==> src/rtl/tbase_pkg.sv <==
package tbase_pkg;

  // Per-number attributes produced by the address decode.
  typedef struct packed {
    logic hit;      // number belongs to this block
    logic upper;    // selects the high half
    logic rdOk;     // reads permitted
    logic wrOk;     // writes permitted
    logic rdPriv;   // read needs privilege
    logic wrPriv;   // write needs privilege
  } tbAttr_t;

  // Strobes from control to datapath.
  typedef struct packed {
    logic loadLo;
    logic loadHi;
    logic readLo;
    logic readHi;
    logic viol;
  } tbStrobe_t;

endpackage

==> src/rtl/tbase_ctrl.sv <==
module tbase_ctrl
  import tbase_pkg::*;
#(
  parameter int ADDR_W     = 10,
  parameter bit LEGACY_MAP = 1'b0
) (
  input  logic [ADDR_W-1:0] sprAddr,
  input  logic              sprRead,
  input  logic              sprWrite,
  input  logic              sprPriv,
  output tbStrobe_t         strobe
);

  tbAttr_t attr;

  generate
    if (LEGACY_MAP) begin : g_legacy
      localparam logic [ADDR_W-1:0] HiRw = ADDR_W'(10'h3DC);
      localparam logic [ADDR_W-1:0] HiRo = ADDR_W'(10'h3CC);
      localparam logic [ADDR_W-1:0] LoRw = ADDR_W'(10'h3DD);
      localparam logic [ADDR_W-1:0] LoRo = ADDR_W'(10'h1BE);

      always_comb begin
        attr = '0;
        case (sprAddr)
          HiRw: begin
            attr.hit = 1'b1; attr.upper = 1'b1;
            attr.rdOk = 1'b1; attr.wrOk = 1'b1;
            attr.rdPriv = 1'b1; attr.wrPriv = 1'b1;
          end
          HiRo: begin
            attr.hit = 1'b1; attr.upper = 1'b1; attr.rdOk = 1'b1;
          end
          LoRw: begin
            attr.hit = 1'b1;
            attr.rdOk = 1'b1; attr.wrOk = 1'b1;
            attr.rdPriv = 1'b1; attr.wrPriv = 1'b1;
          end
          LoRo: begin
            attr.hit = 1'b1; attr.rdOk = 1'b1;
          end
          default: attr = '0;
        endcase
      end
    end else begin : g_split
      localparam logic [ADDR_W-1:0] LoRd = ADDR_W'(10'h10C);
      localparam logic [ADDR_W-1:0] HiRd = ADDR_W'(10'h10D);
      localparam logic [ADDR_W-1:0] LoWr = ADDR_W'(10'h11C);
      localparam logic [ADDR_W-1:0] HiWr = ADDR_W'(10'h11D);

      always_comb begin
        attr = '0;
        case (sprAddr)
          LoRd: begin
            attr.hit = 1'b1; attr.rdOk = 1'b1;
          end
          HiRd: begin
            attr.hit = 1'b1; attr.upper = 1'b1; attr.rdOk = 1'b1;
          end
          LoWr: begin
            attr.hit = 1'b1; attr.wrOk = 1'b1; attr.wrPriv = 1'b1;
          end
          HiWr: begin
            attr.hit = 1'b1; attr.upper = 1'b1;
            attr.wrOk = 1'b1; attr.wrPriv = 1'b1;
          end
          default: attr = '0;
        endcase
      end
    end
  endgenerate

  logic rdDenied;
  logic wrDenied;

  assign rdDenied = !attr.rdOk || (attr.rdPriv && !sprPriv);
  assign wrDenied = !attr.wrOk || (attr.wrPriv && !sprPriv);

  always_comb begin
    strobe = '0;
    if (attr.hit && (sprRead || sprWrite)) begin
      if (sprRead && sprWrite) begin
        strobe.viol = 1'b1;
      end else if (sprRead) begin
        if (rdDenied)         strobe.viol   = 1'b1;
        else if (attr.upper)  strobe.readHi = 1'b1;
        else                  strobe.readLo = 1'b1;
      end else begin
        if (wrDenied)         strobe.viol   = 1'b1;
        else if (attr.upper)  strobe.loadHi = 1'b1;
        else                  strobe.loadLo = 1'b1;
      end
    end
  end

endmodule

==> src/rtl/tbase_dp.sv <==
module tbase_dp
  import tbase_pkg::*;
#(
  parameter int HALF_W = 32
) (
  input  logic              clk,
  input  logic              rstN,
  input  logic              tickEn,
  input  tbStrobe_t         strobe,
  input  logic [HALF_W-1:0] wData,
  output logic [HALF_W-1:0] rData,
  output logic              viol,
  output logic [HALF_W-1:0] cntLo,
  output logic [HALF_W-1:0] cntHi
);

  logic [HALF_W-1:0] loInc;
  logic              loCarry;

  assign loInc   = cntLo + 1'b1;
  assign loCarry = &cntLo;

  always_ff @(posedge clk or negedge rstN) begin
    if (!rstN) begin
      cntLo <= '0;
      cntHi <= '0;
    end else if (strobe.loadLo) begin
      cntLo <= wData;
    end else if (strobe.loadHi) begin
      cntHi <= wData;
    end else if (tickEn) begin
      cntLo <= loInc;
      if (loCarry) cntHi <= cntHi + 1'b1;
    end
  end

  always_ff @(posedge clk or negedge rstN) begin
    if (!rstN) begin
      rData <= '0;
      viol  <= 1'b0;
    end else begin
      viol <= strobe.viol;
      if (strobe.readLo)      rData <= cntLo;
      else if (strobe.readHi) rData <= cntHi;
      else                    rData <= '0;
    end
  end

endmodule

==> src/rtl/tbase_unit.sv <==
module tbase_unit
  import tbase_pkg::*;
#(
  parameter int ADDR_W     = 10,
  parameter int HALF_W     = 32,
  parameter bit LEGACY_MAP = 1'b0
) (
  input  logic              clk,
  input  logic              rstN,
  input  logic              tickEn,
  input  logic [ADDR_W-1:0] sprAddr,
  input  logic              sprRead,
  input  logic              sprWrite,
  input  logic              sprPriv,
  input  logic [HALF_W-1:0] sprWData,
  output logic [HALF_W-1:0] sprRData,
  output logic              accessViol
);

  tbStrobe_t         strobe;
  logic [HALF_W-1:0] cntLo;
  logic [HALF_W-1:0] cntHi;

  tbase_ctrl #(
    .ADDR_W    (ADDR_W),
    .LEGACY_MAP(LEGACY_MAP)
  ) ctrlI (
    .sprAddr (sprAddr),
    .sprRead (sprRead),
    .sprWrite(sprWrite),
    .sprPriv (sprPriv),
    .strobe  (strobe)
  );

  tbase_dp #(
    .HALF_W(HALF_W)
  ) dpI (
    .clk   (clk),
    .rstN  (rstN),
    .tickEn(tickEn),
    .strobe(strobe),
    .wData (sprWData),
    .rData (sprRData),
    .viol  (accessViol),
    .cntLo (cntLo),
    .cntHi (cntHi)
  );

endmodule

==> config.mk <==
export PLATFORM = sky130hd
export DESIGN_NAME = tbase_unit
export DESIGN_NICKNAME = d
export VERILOG_FILES = /design/src/rtl/tbase_pkg.sv /design/src/rtl/tbase_ctrl.sv /design/src/rtl/tbase_dp.sv /design/src/rtl/tbase_unit.sv
export SDC_FILE = /design/constraint.sdc
export NUM_CORES = 1
export LEC_CHECK = 0
export ABC_AREA = 1
export BUFFER_PORTS_ARGS = -buffer_cell sky130_fd_sc_hd__buf_4
export CORE_UTILIZATION = 25
export CTS_BUF_LIST = sky130_fd_sc_hd__clkbuf_8
export DETAILED_ROUTE_END_ITERATION = 8
export PLACE_DENSITY_LB_ADDON = 0.15
export SKIP_CTS_REPAIR_TIMING = 1
export SLEW_MARGIN = 25
export SYNTH_ARGS = -nofsm -noshare
export SYNTH_HDL_FRONTEND = slang
export SYNTH_SLANG_ARGS = --single-unit
export TNS_END_PERCENT = 30
==> constraint.sdc <==
create_clock -name clk -period 3.8 [get_ports clk]
set_input_delay 0.57 -clock clk [delete_from_list [all_inputs] [get_ports clk]]
set_output_delay 0.57 -clock clk [all_outputs]
set_load 0.05 [all_outputs]
==> impl_metrics.py, run 1 <==
metrics = {
    "outcome": {
        "status": "finished, final reports clean",
    },
    "clock_tree": {
        "numCtsBuffers": 9,
        "clk_path_buf_depth": 2,
        "cts_root_buf": "clkbuf_8",
        "clk_latency_ns": 0.39,
        "cts_tree": "built",
        "htree_levels": 3,
        "cts_num_sinks": 97,
        "path_clk_slew_ns": 0.10,
    },
    "drt": {
        "wire_per_inst_um": 17.82,
        "wl_um": 25080,
        "via_count": 6657,
        "post_drt_via_cell_ratio": 4.731,
        "drt_pass1_iterations": 5,
        "first_iter_violations": 511,
        "drc": 0,
        "ant_nets": 0,
    },
    "power_and_ir_drop": {
        "p_leak_uw": 0.004240,
        "vdd_drop_max_mv": 0.1426,
        "powerDensity_nw_per_um2": 289.2,
    },
    "final_layout": {
        "finalNetCount": 1122,
        "fillers": 2795,
        "antennaDiodeCount": 0,
        "drive_above_1_share": 0.1244,
        "area_growth_syn_to_layout_pct": 16.31,
        "final_area_um2": 7620,
    },
    "grt": {
        "grt_max_degree": 58,
        "grt_util_all_layers": 0.1927,
        "grt_pass1_wl_um": 37880,
        "grt_pass1_vias": 6222,
        "gr-total-overflow": 0,
        "antenna_found_initial": 0,
    },
    "die": {
        "start_util": 0.2572,
        "coreArea_um2": 25470,
        "rows": 58,
        "die_w_um": 163.9,
        "die_y_um": 163.9,
        "io_pins": 81,
        "design.die.area_um2": 26860,
    },
    "timing": {
        "slew_viol_final": 0,
        "rsz0062_at_grt": "no",
        "max_freq_mhz": 407.6,
        "timing.final.crit_share": 0.6456,
        "tightest_slew_ns": 0.6392,
        "finalSetupTns_ns": 0,
        "setup_viol": 0,
        "finalCriticalPeriod_ns": 2.453,
        "slew_headroom": 0.5727,
        "skew_ns": 0.01261,
        "holdWs_ns": 0.1624,
        "hold_violations": 0,
    },
    "yosys": {
        "syn-instance-count": 1006,
        "syn-mean-instance-area_um2": 6.512,
        "yosysSeqAreaShare": 0.3705,
        "syn-cell-area_um2": 6551,
        "netlist.area_leader.share": 0.3705,
        "mappedNetlistNets": 1056,
        "synth_seq_cells": 97,
        "synthTopCellsByArea": "dfrtp_1, nand2_1, nand3_1, inv_1, nor2_1",
        "ys_warn_count": 0,
        "synth_cell_types": 37,
        "synth_top_cell_by_area": "dfrtp_1",
    },
    "worst_setup_path": {
        "worstSetupEndpointType": "register",
        "cp.arrival_ns": 2.74,
        "critPathLaunchType": "input pin",
        "max_stage_delay_ns": 0.53,
        "reg2reg_slack_ns": 1.36,
        "crit_fanout": 19,
        "path_cells": "buf_4 > inv_2 > nand3_1 > inv_1 > nand4_2 > nand2_2 > buf_4 > nand3_1 > nand2_1 > inv_1",
        "r2r-start": "dpI.cntLo[0]",
        "reg2reg_to": "dpI.cntHi[12]",
        "worstSetupPathType": "input pin to register",
        "reg2regPathDepth": 11,
        "cp.required_ns": 4.09,
        "cpMaxStageDelayCell": "nand2_2",
    },
    "placement": {
        "place_hpwl_um": 19300,
        "place.gp.congestion": 0.8964,
        "io_buffer_count": 80,
        "placed_area_um2": 7436,
    },
    "run": {
        "drv_cap": 0,
    },
    "hold_path": {
        "hold_path_class": "input pin to asynchronous set/reset pin",
    },
}
[cells in the final DEF, fill, tap and decap left out, drive strengths merged, types with 2 or more instances in the layout]
master    n
ha        2
clkbuf   11
a21oi    15
xor2     10
nand4    10
dfrtp    97
nand3   127
clkinv    2
nor3     16
o21ai    60
inv     143
nand2   349
buf      88
o22ai    28
nor2    110
nand3b    3
[per-stage QoR]
| stage | setup slack, ns | std cells | utilization | power (uW) |
|---|---|---|---|---|
| after floorplan | 1.943 | 1006 | - | 1382 |
| after global placement | 0.9114 | 1391 | 0.2919 | 1537 |
| after detailed placement | 0.8962 | 1391 | 0.2919 | 1537 |
| after CTS | 1.342 | 1407 | 0.2991 | 2228 |
| after global routing | 1.130 | 1407 | 0.2991 | 2322 |
| final | 1.347 | 1407 | 0.2991 | 2203 |
[where the power goes]
part | leakage [uW] | total [uW] | internal [uW] | switching [uW]
clock | 0.0000981 | 683 | 273 | 411
sequential | 0.00117 | 1170 | 1090 | 80.3
combinational | 0.00297 | 347 | 123 | 224
[sequential cells by signal, summed over array words and instances, names as in the netlist]
register and flops:
dpI.rData 32, dpI.cntLo 32, dpI.viol 1, dpI.cntHi 32
[worst max path at each step]
stage / end / start
3_3_place_gp: dpI.cntHi[7] / sprRead
6_report: dpI.cntHi[12] / sprRead
5_1_grt: dpI.cntLo[14] / sprAddr[7]
3_5_place_dp: dpI.cntHi[28] / sprRead
2_1_floorplan: dpI.cntLo[24] / sprAddr[7]
4_1_cts: dpI.cntHi[28] / dpI.cntLo[0]
[cell type report]
| class | instances | area, um^2 | area share |
|---|---|---|---|
| multi-input cells | 735 | 3391 | 0.4450 |
| flip-flops and latches | 97 | 2427 | 0.3186 |
| repair buffers | 88 | 673.1 | 0.08834 |
| inverters | 141 | 531.8 | 0.06979 |
| well taps | 330 | 412.9 | 0.05419 |
| clock buffers | 11 | 151.4 | 0.01987 |
| clock inverters | 5 | 32.53 | 0.004269 |
[critical path: cells and delay by family]
family,cells,cell delay [ns]
buffers and inverters,5,0.84
and+or+nand+nor,5,1.33
[layer usage]
| layer | GRT usage | up-vias | routed length, um |
|---|---|---|---|
| met5 | 0 | - | 0 |
| met4 | 0.05598 | 0 | 471 |
| met3 | 0.02980 | 25 | 1411 |
| met2 | 0.2970 | 204 | 11270 |
| met1 | 0.2762 | 3119 | 11930 |
| li1 | - | 3309 | - |
[cell families (layout without fill, tap and decap cells)]
logic type | after synthesis | in the layout | synth area share
simple gates | 618 | 618 | 0.4139
buf+inv | 174 | 245 | 0.1119
compound gates | 104 | 104 | 0.08518
flops | 97 | 97 | 0.3705
xor+xnor | 11 | 11 | 0.01471
fa+ha+maj | 2 | 2 | 0.003819
[cell usage after synthesis, drive strengths merged]
| library cell | count |
|---|---|
| o22ai | 28 |
| xnor2 | 1 |
| nand3b | 3 |
| dfrtp | 97 |
| a21oi | 15 |
| nor3 | 16 |
| o211ai | 1 |
| and2 | 1 |
| nand2 | 349 |
| xor2 | 10 |
| nor2 | 110 |
| buf | 27 |
| o21ai | 60 |
| clkbuf | 6 |
| nor4 | 1 |
| nand4 | 10 |
| or2 | 1 |
| ha | 2 |
| inv | 141 |
| nand3 | 127 |
Note: power is estimated with default switching activity, not from simulation.
==> inputs of run 2 (changes only) <==
==> constraint.sdc (replaced) <==
create_clock -name clk -period 2.4 [get_ports clk]
set_input_delay 0.36 -clock clk [delete_from_list [all_inputs] [get_ports clk]]
set_output_delay 0.36 -clock clk [all_outputs]
set_load 0.05 [all_outputs]
==> run 2 against run 1 <==
  * Count of clock-buffer cells in the layout shrank 1
  * Global-route usage grew 0.30 points
  * First-iteration DRC count grew 5.1%
  * Total power grew 59%
  * Clock skew grew 0.0060 ns
  * Clock power grew 57%
  * Sequential cell count is the same
  * Largest cell class unchanged
  * Sequential share of layout area shrank 0.58 points
  * Critical endpoint is now dpI.cntHi[28]
  * Highest routed layer unchanged
  * Setup slack lost 1.0 ns
==> impl_metrics.py, run 2 (synthesized netlist as in run 1, its figures left out) <==
metrics = {
    "power_and_ir_drop": {
        "powerDensity_nw_per_um2": 452.8,
        "p_comb_frac": 0.164,
        "swShare": 0.3339,
        "p_seq_frac": 0.531,
        "p_leak_uw": 0.004319,
        "p_int_uw": 2341,
        "total_power_uw": 3514,
        "vdd_drop_max_mv": 0.2225,
        "switchingPower_uw": 1174,
        "clkPwrFrac": 0.305,
    },
    "die": {
        "die_w_um": 163.9,
        "start_util": 0.2572,
        "rows": 58,
        "io_pins": 81,
        "die_y_um": 163.9,
        "coreArea_um2": 25470,
        "design.die.area_um2": 26860,
    },
    "timing": {
        "max_freq_mhz": 487.6,
        "tightest_slew_ns": 0.6366,
        "setup_viol": 0,
        "slew_headroom": 0.5741,
        "hold_violations": 0,
        "finalSetupTns_ns": 0,
        "skew_ns": 0.01857,
        "finalCriticalPeriod_ns": 2.051,
        "fin_ws_ns": 0.3491,
        "timing.final.crit_share": 0.8545,
        "rsz0062_at_grt": "no",
        "slew_viol_final": 0,
    },
    "grt": {
        "grt_pass1_vias": 6353,
        "antenna_found_initial": 0,
        "gr-total-overflow": 0,
        "grt_pass1_wl_um": 38340,
        "grt_util_all_layers": 0.1957,
        "grt_max_degree": 42,
    },
    "clock_tree": {
        "htree_levels": 3,
        "cts_num_sinks": 97,
        "cts_tree": "built",
        "numCtsBuffers": 9,
        "path_clk_slew_ns": 0.11,
        "cts_root_buf": "clkbuf_8",
        "clk_path_buf_depth": 2,
        "clk_latency_ns": 0.40,
    },
    "drt": {
        "drt_pass1_iterations": 5,
        "wire_per_inst_um": 18.01,
        "wl_um": 25630,
        "drc": 0,
        "first_iter_violations": 537,
        "via_count": 6798,
        "ant_nets": 0,
        "post_drt_via_cell_ratio": 4.777,
    },
    "final_layout": {
        "final_area_um2": 7761,
        "drive_above_1_share": 0.1382,
        "final_cell_mix": "nand2_1, inv_1, nand3_1, nor2_1, buf_4",
        "seq_area_um2": 2427,
        "antennaDiodeCount": 0,
        "layout_commonest_cell": "nand2_1",
        "area_growth_syn_to_layout_pct": 18.47,
        "multi_input_area_um2": 3391,
        "top_regs": "dpI.cntHi (32), dpI.cntLo (32), dpI.rData (32)",
        "finalNetCount": 1138,
        "fillers": 2820,
        "postLayoutCoreUtil": 0.3047,
    },
    "worst_setup_path": {
        "crit_buf_inv": 0,
        "worstSetupPathType": "register to register",
        "cpMaxStageDelayCell": "dfrtp_1",
        "cp_top_family": "simple AND/OR/NAND/NOR gates",
        "worstSetupEndpointType": "register",
        "cp.required_ns": 2.69,
        "crit_fanout": 35,
        "r2r-start": "dpI.cntLo[1]",
        "startpoint": "dpI.cntLo[1]",
        "max_stage_delay_ns": 0.40,
        "path_cells": "ha_1 > nand2_2 > nor2_4 > nand3_4 > nor2_8 > nand4_2 > nand2_2 > nand2_4 > nor2_1 > nor2_1",
        "cp.arrival_ns": 2.34,
        "critPathLaunchType": "register",
    },
    "placement": {
        "placed_area_um2": 7574,
        "place_hpwl_um": 20190,
        "detailedPlace.worstSlack_ns": 0.2714,
        "place.gp.congestion": 0.9353,
        "io_buffer_count": 80,
    },
    "hold_path": {
        "hold_path_class": "input pin to register",
        "hold_path.startpoint": "sprWData[13]",
    },
    "run": {
        "drv_cap": 0,
    },
    "outcome": {
        "status": "finished, final reports clean",
    },
}
## run 2: cell types whose count changed in the layout (fill, tap and decap cells not counted)
cell,delta
buf_4,+13
clkinv_2,+3
buf_12,+2
clkinv_4,-2
inv_1,-2
inv_6,+2
clkbuf_8,-1
dlygate4sd3_1,+1
## run 2: final cells by class
class | instances | share of cell area
Timing Repair Buffer | 104 | 0.1058
Tap cell | 330 | 0.05320
Clock inverter | 6 | 0.005159
Sequential cell | 97 | 0.3128
Multi-Input combinational cell | 735 | 0.4369
Clock buffer | 10 | 0.01773
Inverter | 141 | 0.06852
## run 2: metrics by stage
stage	std cells	hold WS [ns]
finish	1423	0.2663
global route	1423	0.2711
CTS	1422	-0.06118
detailed placement	1406	0.3743
global placement	1406	0.3766
floorplan	1006	0.06441
## run 2: path summary, 6_finish.rpt
kind	to	slack, ns	cells after the start
min in group asynchronous	dpI.rData[0]	0.48	2
max in group asynchronous	dpI.cntLo[30]	1.22	3
worst min-delay path	dpI.cntLo[13]	0.27	3
worst max-delay path	dpI.cntHi[28]	0.35	10
worst min register to register	dpI.cntLo[31]	0.49	2
worst max register to register	dpI.cntHi[28]	0.35	10
## run 2: power groups by stage
stage | Sequential (uW) | Clock (uW) | Combinational, uW
detailed placement | 1890 | 0 | 571
global placement | 1890 | 0 | 573
finish | 1860 | 1070 | 576
CTS | 1860 | 1110 | 571
floorplan | 1850 | 0 | 336
global route | 1880 | 1160 | 647
## run 2: metal layers
metal  global-route usage  wire length, um  part of all wire  vias up
met1               0.2737            11740              0.46     3218
li1                     -                -                 -     3342
met4              0.05135              430             0.017        0
met2               0.3037            11570              0.45      215
met5                    0                0                 0        -
met3              0.04141             1883             0.073       23
## run 2: tightest hold or removal path: stages
cell and delay (ns):
buf_4 0.11, o211ai_1 0.10, nand2_1 0.06
